File: src/rtl/word_split_pkg.sv
package word_split_pkg;
  typedef enum logic [1:0] {
    SZ_BYTE = 2'b00,
    SZ_WORD = 2'b01,
    SZ_LONG = 2'b10
  } accSize_e;

  typedef struct packed {
    logic load;    // capture the CPU request
    logic capHi;   // capture upper half of read data
    logic capOut;  // final read data is on the peripheral bus
    logic half;    // 0 = upper (first) half, 1 = lower (second) half
    logic isLong;  // transfer is a longword
  } strobes_t;
endpackage

File: src/rtl/split_ctrl.sv
module split_ctrl
  import word_split_pkg::*;
#(
  parameter int BUS_CYCLES = 3
) (
  input  logic     clk,
  input  logic     rstN,
  input  logic     cpuReq,
  input  logic [1:0] cpuSize,
  output strobes_t strb,
  output logic     perSel,
  output logic     busLock,
  output logic     cpuReady
);
  localparam int CW = $clog2(BUS_CYCLES + 1);
  localparam logic [CW-1:0] LAST = CW'(BUS_CYCLES - 1);

  typedef enum logic [1:0] {ST_IDLE, ST_RUN, ST_DONE} state_e;

  state_e        state;
  logic [CW-1:0] tick;
  logic          half;
  logic          isLong;
  logic          lastTick;

  assign lastTick = (state == ST_RUN) && (tick == LAST);

  always_ff @(posedge clk or negedge rstN) begin
    if (!rstN) begin
      state  <= ST_IDLE;
      tick   <= '0;
      half   <= 1'b0;
      isLong <= 1'b0;
    end else begin
      unique case (state)
        ST_IDLE: if (cpuReq) begin
          state  <= ST_RUN;
          tick   <= '0;
          half   <= 1'b0;
          isLong <= (cpuSize == SZ_LONG);
        end
        ST_RUN: begin
          if (lastTick) begin
            tick <= '0;
            if (isLong && !half) half <= 1'b1;
            else                 state <= ST_DONE;
          end else begin
            tick <= tick + 1'b1;
          end
        end
        default: state <= ST_IDLE;
      endcase
    end
  end

  always_comb begin
    strb.load   = (state == ST_IDLE) && cpuReq;
    strb.capHi  = lastTick && isLong && !half;
    strb.capOut = lastTick && (!isLong || half);
    strb.half   = half;
    strb.isLong = isLong;
  end

  assign perSel   = (state == ST_RUN);
  assign busLock  = (state == ST_RUN) && isLong;
  assign cpuReady = (state == ST_DONE);
endmodule

File: src/rtl/split_datapath.sv
module split_datapath
  import word_split_pkg::*;
#(
  parameter int ADDR_W = 8,
  parameter int HALF_W = 16
) (
  input  logic              clk,
  input  logic              rstN,
  input  strobes_t          strb,
  input  logic              cpuWrite,
  input  logic [ADDR_W-1:0] cpuAddr,
  input  logic [2*HALF_W-1:0] cpuWdata,
  input  logic [HALF_W-1:0] perRdata,
  output logic              perWrite,
  output logic [ADDR_W-1:0] perAddr,
  output logic [HALF_W-1:0] perWdata,
  output logic [2*HALF_W-1:0] cpuRdata
);
  localparam int FULL_W = 2 * HALF_W;

  logic [ADDR_W-1:0] addrQ;
  logic [FULL_W-1:0] wdataQ;
  logic              writeQ;
  logic [HALF_W-1:0] hiQ;

  always_ff @(posedge clk or negedge rstN) begin
    if (!rstN) begin
      addrQ    <= '0;
      wdataQ   <= '0;
      writeQ   <= 1'b0;
      hiQ      <= '0;
      cpuRdata <= '0;
    end else begin
      if (strb.load) begin
        addrQ  <= cpuAddr;
        wdataQ <= cpuWdata;
        writeQ <= cpuWrite;
      end
      if (strb.capHi) hiQ <= perRdata;
      if (strb.capOut)
        cpuRdata <= strb.isLong ? {hiQ, perRdata} : {{HALF_W{1'b0}}, perRdata};
    end
  end

  always_comb begin
    if (strb.isLong) perAddr = {addrQ[ADDR_W-1:2], strb.half, 1'b0};
    else             perAddr = {addrQ[ADDR_W-1:1], 1'b0};
    perWdata = (strb.isLong && !strb.half) ? wdataQ[FULL_W-1:HALF_W]
                                           : wdataQ[HALF_W-1:0];
  end

  assign perWrite = writeQ;
endmodule

File: src/rtl/word_split_bridge.sv
module word_split_bridge
  import word_split_pkg::*;
#(
  parameter int ADDR_W     = 8,
  parameter int BUS_CYCLES = 3
) (
  input  logic              clk,
  input  logic              rstN,
  input  logic              cpuReq,
  input  logic              cpuWrite,
  input  logic [1:0]        cpuSize,
  input  logic [ADDR_W-1:0] cpuAddr,
  input  logic [31:0]       cpuWdata,
  output logic              cpuReady,
  output logic [31:0]       cpuRdata,
  output logic              perSel,
  output logic              perWrite,
  output logic [ADDR_W-1:0] perAddr,
  output logic [15:0]       perWdata,
  input  logic [15:0]       perRdata,
  output logic              busLock
);
  strobes_t strb;

  split_ctrl #(.BUS_CYCLES(BUS_CYCLES)) u_ctrl (
    .clk(clk), .rstN(rstN), .cpuReq(cpuReq), .cpuSize(cpuSize),
    .strb(strb), .perSel(perSel), .busLock(busLock), .cpuReady(cpuReady)
  );

  split_datapath #(.ADDR_W(ADDR_W), .HALF_W(16)) u_dp (
    .clk(clk), .rstN(rstN), .strb(strb), .cpuWrite(cpuWrite),
    .cpuAddr(cpuAddr), .cpuWdata(cpuWdata), .perRdata(perRdata),
    .perWrite(perWrite), .perAddr(perAddr), .perWdata(perWdata),
    .cpuRdata(cpuRdata)
  );
endmodule

File: config.mk
export PLATFORM = sky130hd
export DESIGN_NAME = word_split_bridge
export DESIGN_NICKNAME = d
export VERILOG_FILES = /design/src/rtl/word_split_pkg.sv /design/src/rtl/split_ctrl.sv /design/src/rtl/split_datapath.sv /design/src/rtl/word_split_bridge.sv
export SDC_FILE = /design/constraint.sdc
export NUM_CORES = 1
export LEC_CHECK = 0
export ABC_AREA = 0
export BUFFER_PORTS_ARGS = -buffer_cell sky130_fd_sc_hd__buf_2
export CAP_MARGIN = 25
export CORE_AREA = 2 2 103 105
export CTS_BUF_LIST = sky130_fd_sc_hd__clkbuf_8
export DETAILED_ROUTE_END_ITERATION = 8
export DIE_AREA = 0 0 105 107
export MAX_ROUTING_LAYER = met4
export PLACE_DENSITY = 0.71
export SLEW_MARGIN = 15
export SYNTH_ARGS = -nofsm -noshare
export SYNTH_HDL_FRONTEND = slang
export SYNTH_HIERARCHICAL = 1
export SYNTH_SLANG_ARGS = --single-unit
File: constraint.sdc
create_clock -name clk -period 1.7 [get_ports clk]
set_input_delay 0.34 -clock clk [delete_from_list [all_inputs] [get_ports clk]]
set_output_delay 0.34 -clock clk [all_outputs]
set_load 0.03 [all_outputs]
==> impl_metrics.tcl, run 1 <==
set metrics [dict create \
    post-layout-total-power_mw 11.3 \
    finalNonFillerCells 544 \
    drv_slew 0 \
    power_density_nw_per_um2 2170 \
    cts_tree "done" \
    end_kind "output port" \
    regArea_um2 2360 \
    post_synth_num_cell_types 28 \
    dieHeight_um 107 \
    clock_pin_slew_on_the_worst_setup_and_hold_paths_ns 0.09 \
    timing.hold.worst.class "in2reg" \
    final_design_area_no_fill_um2 5230 \
    origin_of_the_worst_setup_path "u_ctrl/isLong" \
    critical_path.max_fanout 8 \
    count_of_nets_left_with_antenna_violations_after_detail_routing 0 \
    ys_seq_area_frac 0.592 \
    detailed_place.area_um2 4710 \
    cpMaxStageDelayCell "dfrtp_2" \
    row_count 37 \
    yosysTopAreaCell "dfrtp_1" \
    p_sw_frac 0.395 \
    iteration_0_drc_count_of_the_detailed_router 59 \
    setup_viol 27 \
    worst-r2r-setup-slack_ns -0.02 \
    r2r_end "u_dp/cpuRdata[22]" \
    routed_via_density 4.69 \
    grt_antenna_before_repair 0 \
    internal_power_mw 6.85 \
    worst_skew_pair.late_latency_ns 0.36 \
    numPlacedInstances 517 \
    grt_pass1_wl_mm 12.8 \
    fmax_ghz 0.530 \
    clock_tree.htree_level_count 3 \
    final_number_of_hold_violating_endpoints 0 \
    total_number_of_clock_tree_sinks 94 \
    rsz0062_at_grt "true" \
    max_stage_delay_ns 0.50 \
    detailroute.via_count 2553 \
    initial_core_util 0.393 \
    numCtsBuffers 9 \
    r2r.worst_path.cells 8 \
    synth.area.top_cells "dfrtp_1 (59%), mux2_2 (23%), mux2_4 (4.2%)" \
    sequential_share_of_power 0.349 \
    layout.nets 465 \
    die_width_um 105 \
    timing.final.crit_period_ns 1.89 \
    run_status "finished, violations left" \
    ys.flop_type "dfrtp_1" \
    switching_power_of_the_nets_mw 4.47 \
    cpLargestDelayFamily "flip-flops" \
    vdd_drop_max_mv 0.997 \
    dpl.hpwl_mm 5.22 \
    clk_path_buf_depth 2 \
    reg2reg_from "u_ctrl/half" \
    asyncSetResetFlopFracSynth 1.00 \
    critical_path_cell_list "nand2b_4 -> mux2_4 -> buf_6" \
    path_depth 3 \
    placeable_core_region_um2 10100 \
    post_drt_wl_per_cell_um 14.9 \
    worst-endpoint-required_ns 1.36 \
    globalRouteTotalUtil 0.150 \
    post_synthesis_cells 277 \
    p_leak_nw 2.50 \
    area_share_of_the_leading_cell_type_in_the_synthesized_netlist 0.592 \
    fill_cells 868 \
    boundaryPins 122 \
    synth-edff-count 0 \
    die_area_um2 11200 \
    synthesis.area_per_instance_um2 14.3 \
    grt_pass1_vias 2583 \
    share_of_layout_cells_above_drive_strength_1 0.632 \
    worst_setup_path_start_kind "register" \
    synth.yosys.warnings 6 \
    routed_wirelength_mm 8.13 \
    worst_clock_skew_ns 0.00789 \
    io_buffers 119 \
    final_core_util 0.518 \
    worst_hold_slack_ns 0.206 \
    critical_path_buf_inv_count 1 \
    clock_power_share 0.134 \
    firstDrtPassIters 4 \
    pin_count_of_the_biggest_net_entering_global_routing 49 \
    yosys.cell_count.top_type "dfrtp_1" \
    timing_worst_setup_path_type "reg2out" \
    worstHoldPathCells 2 \
    finalCritPeriodShare 1.11 \
    postSynthRegisterBits 94 \
    arrival_ns 1.55 \
    place.gp.congestion 0.706 \
    globalRoute.totalOverflow 0 \
    setup_ws_ns -0.185 \
    setup.worst_path.end "perWdata[10]" \
    place_ws_ns 0.0756 \
    power.combinational.fraction 0.517 \
    multi_input_gate_area_in_the_final_layout_um2 1440 \
    inserted_diodes 0 \
    synthTopCellsByCount "dfrtp_1 (94), mux2_2 (80), inv_1 (18)" \
    max_cap_viol_count 0 \
    clock-root-buffer "clkbuf_8" \
    violations_in_the_final_reports "setup timing" \
    syn_to_layout_area_delta_pct 31.6 \
    synthesis.nets 339 \
    drt_drc_violations_left 0 \
    syn-cell-area_um2 3970 \
    setup-tns-final_ns -2.99 \
]
-- area by class of cell --
type,count,share of cell area
inverter,19,0.0136
clock inverter,6,0.0132
tap,136,0.0326
multi-input combinational,141,0.276
timing repair buffer,138,0.187
sequential,94,0.451
clock buffer,10,0.0263
-- worst min path at each step --
stage                     startpoint             to
final                     cpuAddr[1]  u_dp/addrQ[1]
after CTS                 cpuAddr[1]  u_dp/addrQ[1]
after global placement          rstN  u_dp/addrQ[4]
after global routing      cpuAddr[5]  u_dp/addrQ[5]
after detailed placement        rstN  u_dp/addrQ[6]
after floorplan                 rstN    u_ctrl/half
-- per-layer routing --
layer	up-vias	part of all wire	routed length, µm	GRT usage
li1	1193	-	-	-
met1	1262	0.45	3680	0.191
met2	91	0.47	3830	0.228
met3	7	0.068	549	0.0535
met4	0	0.0073	59	0.0457
met5	-	0	0	-
-- layout by cell type (no fill, tap or decap), drive strengths merged --
cell	Yosys	routed
a22o	1	1
a41oi	1	1
and2	1	1
and2b	1	1
buf	23	135
bufinv	0	1
clkbuf	1	12
clkinv	0	2
clkinvlp	0	1
conb	1	1
dfrtp	94	94
dlygate4sd3	0	1
inv	19	21
mux2	91	91
nand2b	4	5
nand3	16	16
nor2b	1	1
nor3	1	1
nor3b	4	4
o21ai	16	16
o21bai	1	1
o32ai	1	1
-- cells by family after synthesis --
group | share of synthesized area
other | 0.000945
and+or+nand+nor | 0.0473
buffers and inverters | 0.0602
DFF | 0.593
muxes | 0.269
AOI/OAI and AO/OA | 0.0306
-- flip-flops by register name, indices dropped and copies added (netlist names) --
| name | count |
|---|---|
| u_dp/addrQ | 7 |
| u_ctrl/isLong | 1 |
| u_dp/wdataQ | 32 |
| u_ctrl/half | 1 |
| u_ctrl/state | 2 |
| u_dp/hiQ | 16 |
| u_ctrl/tick | 2 |
| u_dp/cpuRdata | 32 |
| u_dp/perWrite | 1 |
-- timing repair --
action | 4_1_cts | 5_1_grt
gates resized for setup | 54 | 9
endpoints found under the setup margin | 19 | 51
setup buffers | 3 | 4
gates cloned | 1 | 2
endpoints found under the hold margin | 28 | 0
hold buffers | 1 | 0
-- power by group through the flow --
stage                     Combinational (mW)  Sequential (mW)  Clock [mW]
after floorplan                         3.03             4.66           0
after global placement                  4.98             3.89           0
after detailed placement                5.07             3.95           0
after CTS                               5.73             3.96        1.59
after global routing                    6.21             4.10        1.69
final                                   5.86             3.95        1.52
Power figures use the tool's default switching activity.
==> inputs of run 2 (changes only) <==
Settings changed: ABC_AREA 0 to 1, CORE_AREA 2 2 103 105 to 2 2 106 108, DIE_AREA 0 0 105 107 to 0 0 108 110, PLACE_DENSITY 0.71 to 0.7.
==> run 2 against run 1 <==
  * The flow still finishes with violations (setup timing)
  * First-iteration DRC count rose to 3.8 times the previous value
  * Hold slack got worse by 0.0062 ns
  * Cell area is 1.1% lower
  * Critical path depth grew 2
  * Power fell by 11%
  * Non-clock buffer count fell by 4
  * Synthesized cell count is 72% higher
  * Fmax up 8.1%
  * Global-route usage increased by 0.89 points
  * Die area rose by 5.7%
  * Combinational power fell by 15%
  * Routed wire length up 12%
  * Largest cell class unchanged
  * Highest routed layer unchanged
==> impl_metrics.tcl, run 2 <==
set metrics [dict create \
    run_status "finished, violations left" \
    violations_in_the_final_reports "setup timing" \
    max_cap_viol_count 0 \
    dpl.hpwl_mm 6.20 \
    worst-r2r-setup-slack_ns 0.15 \
    r2r_end "u_dp/cpuRdata[7]" \
    final_core_util 0.483 \
    globalRoute.totalOverflow 0 \
    total_number_of_clock_tree_sinks 94 \
    layout.nets 651 \
    cpMaxStageDelayCell "dfrtp_2" \
    setup_viol 5 \
    reg2reg_from "u_ctrl/state[0]" \
    numCtsBuffers 9 \
    clock-root-buffer "clkbuf_8" \
    cpLargestDelayFamily "flip-flops" \
    iteration_0_drc_count_of_the_detailed_router 227 \
    syn_to_layout_area_delta_pct 23.9 \
    post_synth_num_cell_types 23 \
    biggestRegsByFlops "u_dp/cpuRdata x32, u_dp/wdataQ x32, u_dp/hiQ x16" \
    place.gp.congestion 0.754 \
    r2r.worst_path.cells 4 \
    setup-tns-final_ns -0.0783 \
    synthesis.area_per_instance_um2 8.75 \
    timing_worst_setup_path_type "reg2out" \
    globalRouteTotalUtil 0.159 \
    synth-edff-count 0 \
    ys.flop_type "dfrtp_1" \
    critical_path_cell_list "buf_12 -> nand2_8 -> nand2_1 -> nand2_1 -> buf_4" \
    drv_slew 0 \
    synthesis.nets 539 \
    grt_antenna_before_repair 0 \
    routed_via_density 4.53 \
    clock_tree.htree_level_count 3 \
    clock_pin_slew_on_the_worst_setup_and_hold_paths_ns 0.09 \
    worst_setup_path_start_kind "register" \
    origin_of_the_worst_setup_path "u_ctrl/isLong" \
    die_width_um 108 \
    detailroute.via_count 3326 \
    critical_path.max_fanout 12 \
    io_buffers 119 \
    vdd_drop_max_mv 1.07 \
    hold_start "cpuWdata[5]" \
    worst_skew_pair.late_latency_ns 0.35 \
    cts_tree "done" \
    postSynthRegisterBits 94 \
    yosys.cell_count.top_type "nand2_1" \
    dieHeight_um 110 \
    timing.final.crit_period_ns 1.74 \
    min_delay_worst_endpoint "u_dp/wdataQ[5]" \
    layout.cells.most_common "nand2_1" \
    worstHoldPathCells 3 \
    placeable_core_region_um2 10700 \
    pin_count_of_the_biggest_net_entering_global_routing 81 \
    grt_pass1_wl_mm 14.6 \
    drt_drc_violations_left 0 \
    synth.area.top_cells "dfrtp_1 (56%), nand2_1 (10%), inv_1 (8.5%)" \
    ys_seq_area_frac 0.564 \
    asyncSetResetFlopFracSynth 1.00 \
    p_leak_nw 2.68 \
    setup_ws_ns -0.0438 \
    clk_path_buf_depth 2 \
    worst_clock_skew_ns 0.0117 \
    initial_core_util 0.390 \
    timing.hold.worst.class "in2reg" \
    arrival_ns 1.40 \
    share_of_layout_cells_above_drive_strength_1 0.285 \
    inserted_diodes 0 \
    finalCritPeriodShare 1.03 \
    critical_path_buf_inv_count 2 \
    worst-endpoint-required_ns 1.36 \
    boundaryPins 122 \
    max_stage_delay_ns 0.48 \
    critPathMostFrequentCell "nand2_1" \
    path_depth 5 \
    power_density_nw_per_um2 1950 \
    area_share_of_the_leading_cell_type_in_the_synthesized_netlist 0.564 \
    grt_pass1_vias 3136 \
    die_area_um2 11900 \
    worst_hold_slack_ns 0.200 \
    yosysTopAreaCell "dfrtp_1" \
    synth.yosys.warnings 6 \
    row_count 38 \
    syn-cell-area_um2 4170 \
    end_kind "output port" \
    layout_common_cells "nand2_1 (107), buf_2 (100), inv_1 (94)" \
    fmax_ghz 0.573 \
    rsz0062_at_grt "true" \
    synthTopCellsByCount "nand2_1 (114), dfrtp_1 (94), inv_1 (94)" \
    routed_wirelength_mm 9.11 \
    post_synthesis_cells 477 \
    post_drt_wl_per_cell_um 12.4 \
    count_of_nets_left_with_antenna_violations_after_detail_routing 0 \
    final_number_of_hold_violating_endpoints 0 \
    firstDrtPassIters 4 \
]
## run 2: worst min-delay path: stages
cell     delay, ns
buf_2         0.07
nand2_1       0.04
o21ai_1       0.06
## run 2: report_power, final
part           total [mW]  leakage (nW)  internal (mW)  switching, mW
Clock                1.34        0.0980          0.571          0.772
Sequential           3.80          1.15           3.24          0.569
Combinational        4.96          1.44           1.73           3.23
## run 2: cell families after synthesis
family / count (synthesis) / synth area share
AO/OA/AOI/OAI: 94 / 0.114
flip-flops: 94 / 0.564
other: 1 / 0.000899
buffers and inverters: 130 / 0.160
AND/OR/NAND/NOR: 158 / 0.161
## run 2: metal layers
metal	up-vias	part of all wire	global-route usage
met3	6	0.066	0.0447
met2	97	0.48	0.258
met4	0	0.0065	0.0412
li1	1668	-	-
met5	-	0	-
met1	1555	0.45	0.199
## run 2: cell type report
| class | instances | area [µm²] |
|---|---|---|
| multi-input combinational | 254 | 1210 |
| inverter | 96 | 365 |
| clock inverter | 6 | 36.3 |
| sequential | 94 | 2360 |
| fill | 1052 | 5530 |
| clock buffer | 10 | 138 |
| timing repair buffer | 134 | 887 |
| tap | 140 | 175 |
## run 2: metrics by stage
stage / cells / total power [mW] / setup slack, ns / cell area [µm²]
6_report: 734 / 10.1 / -0.0438 / 5170
5_1_grt: 734 / 10.8 / -0.107 / 5170
3_3_place_gp: 712 / 8.11 / 0.181 / 4790
4_1_cts: 732 / 9.99 / -0.0524 / 5090
2_1_floorplan: 477 / 7.17 / 0.0390 / 4170
3_5_place_dp: 712 / 8.26 / 0.0731 / 4790
## run 2: worst max path at each step
stage,to,slack (ns)
2_1_floorplan,perAddr[1],0.04
3_3_place_gp,u_dp/cpuRdata[7],0.18
3_5_place_dp,u_dp/cpuRdata[7],0.07
4_1_cts,perWdata[14],-0.05
5_1_grt,perWdata[15],-0.11
6_report,perWdata[8],-0.04
## run 2: repair_timing
item                                   CTS  global route
setup endpoints to repair               18            30
gates cloned                             1             1
pin swaps                                1             0
resized for setup                       31            18
endpoints found under the hold margin   27             0
setup buffers                            2             1
hold buffers                             1             0
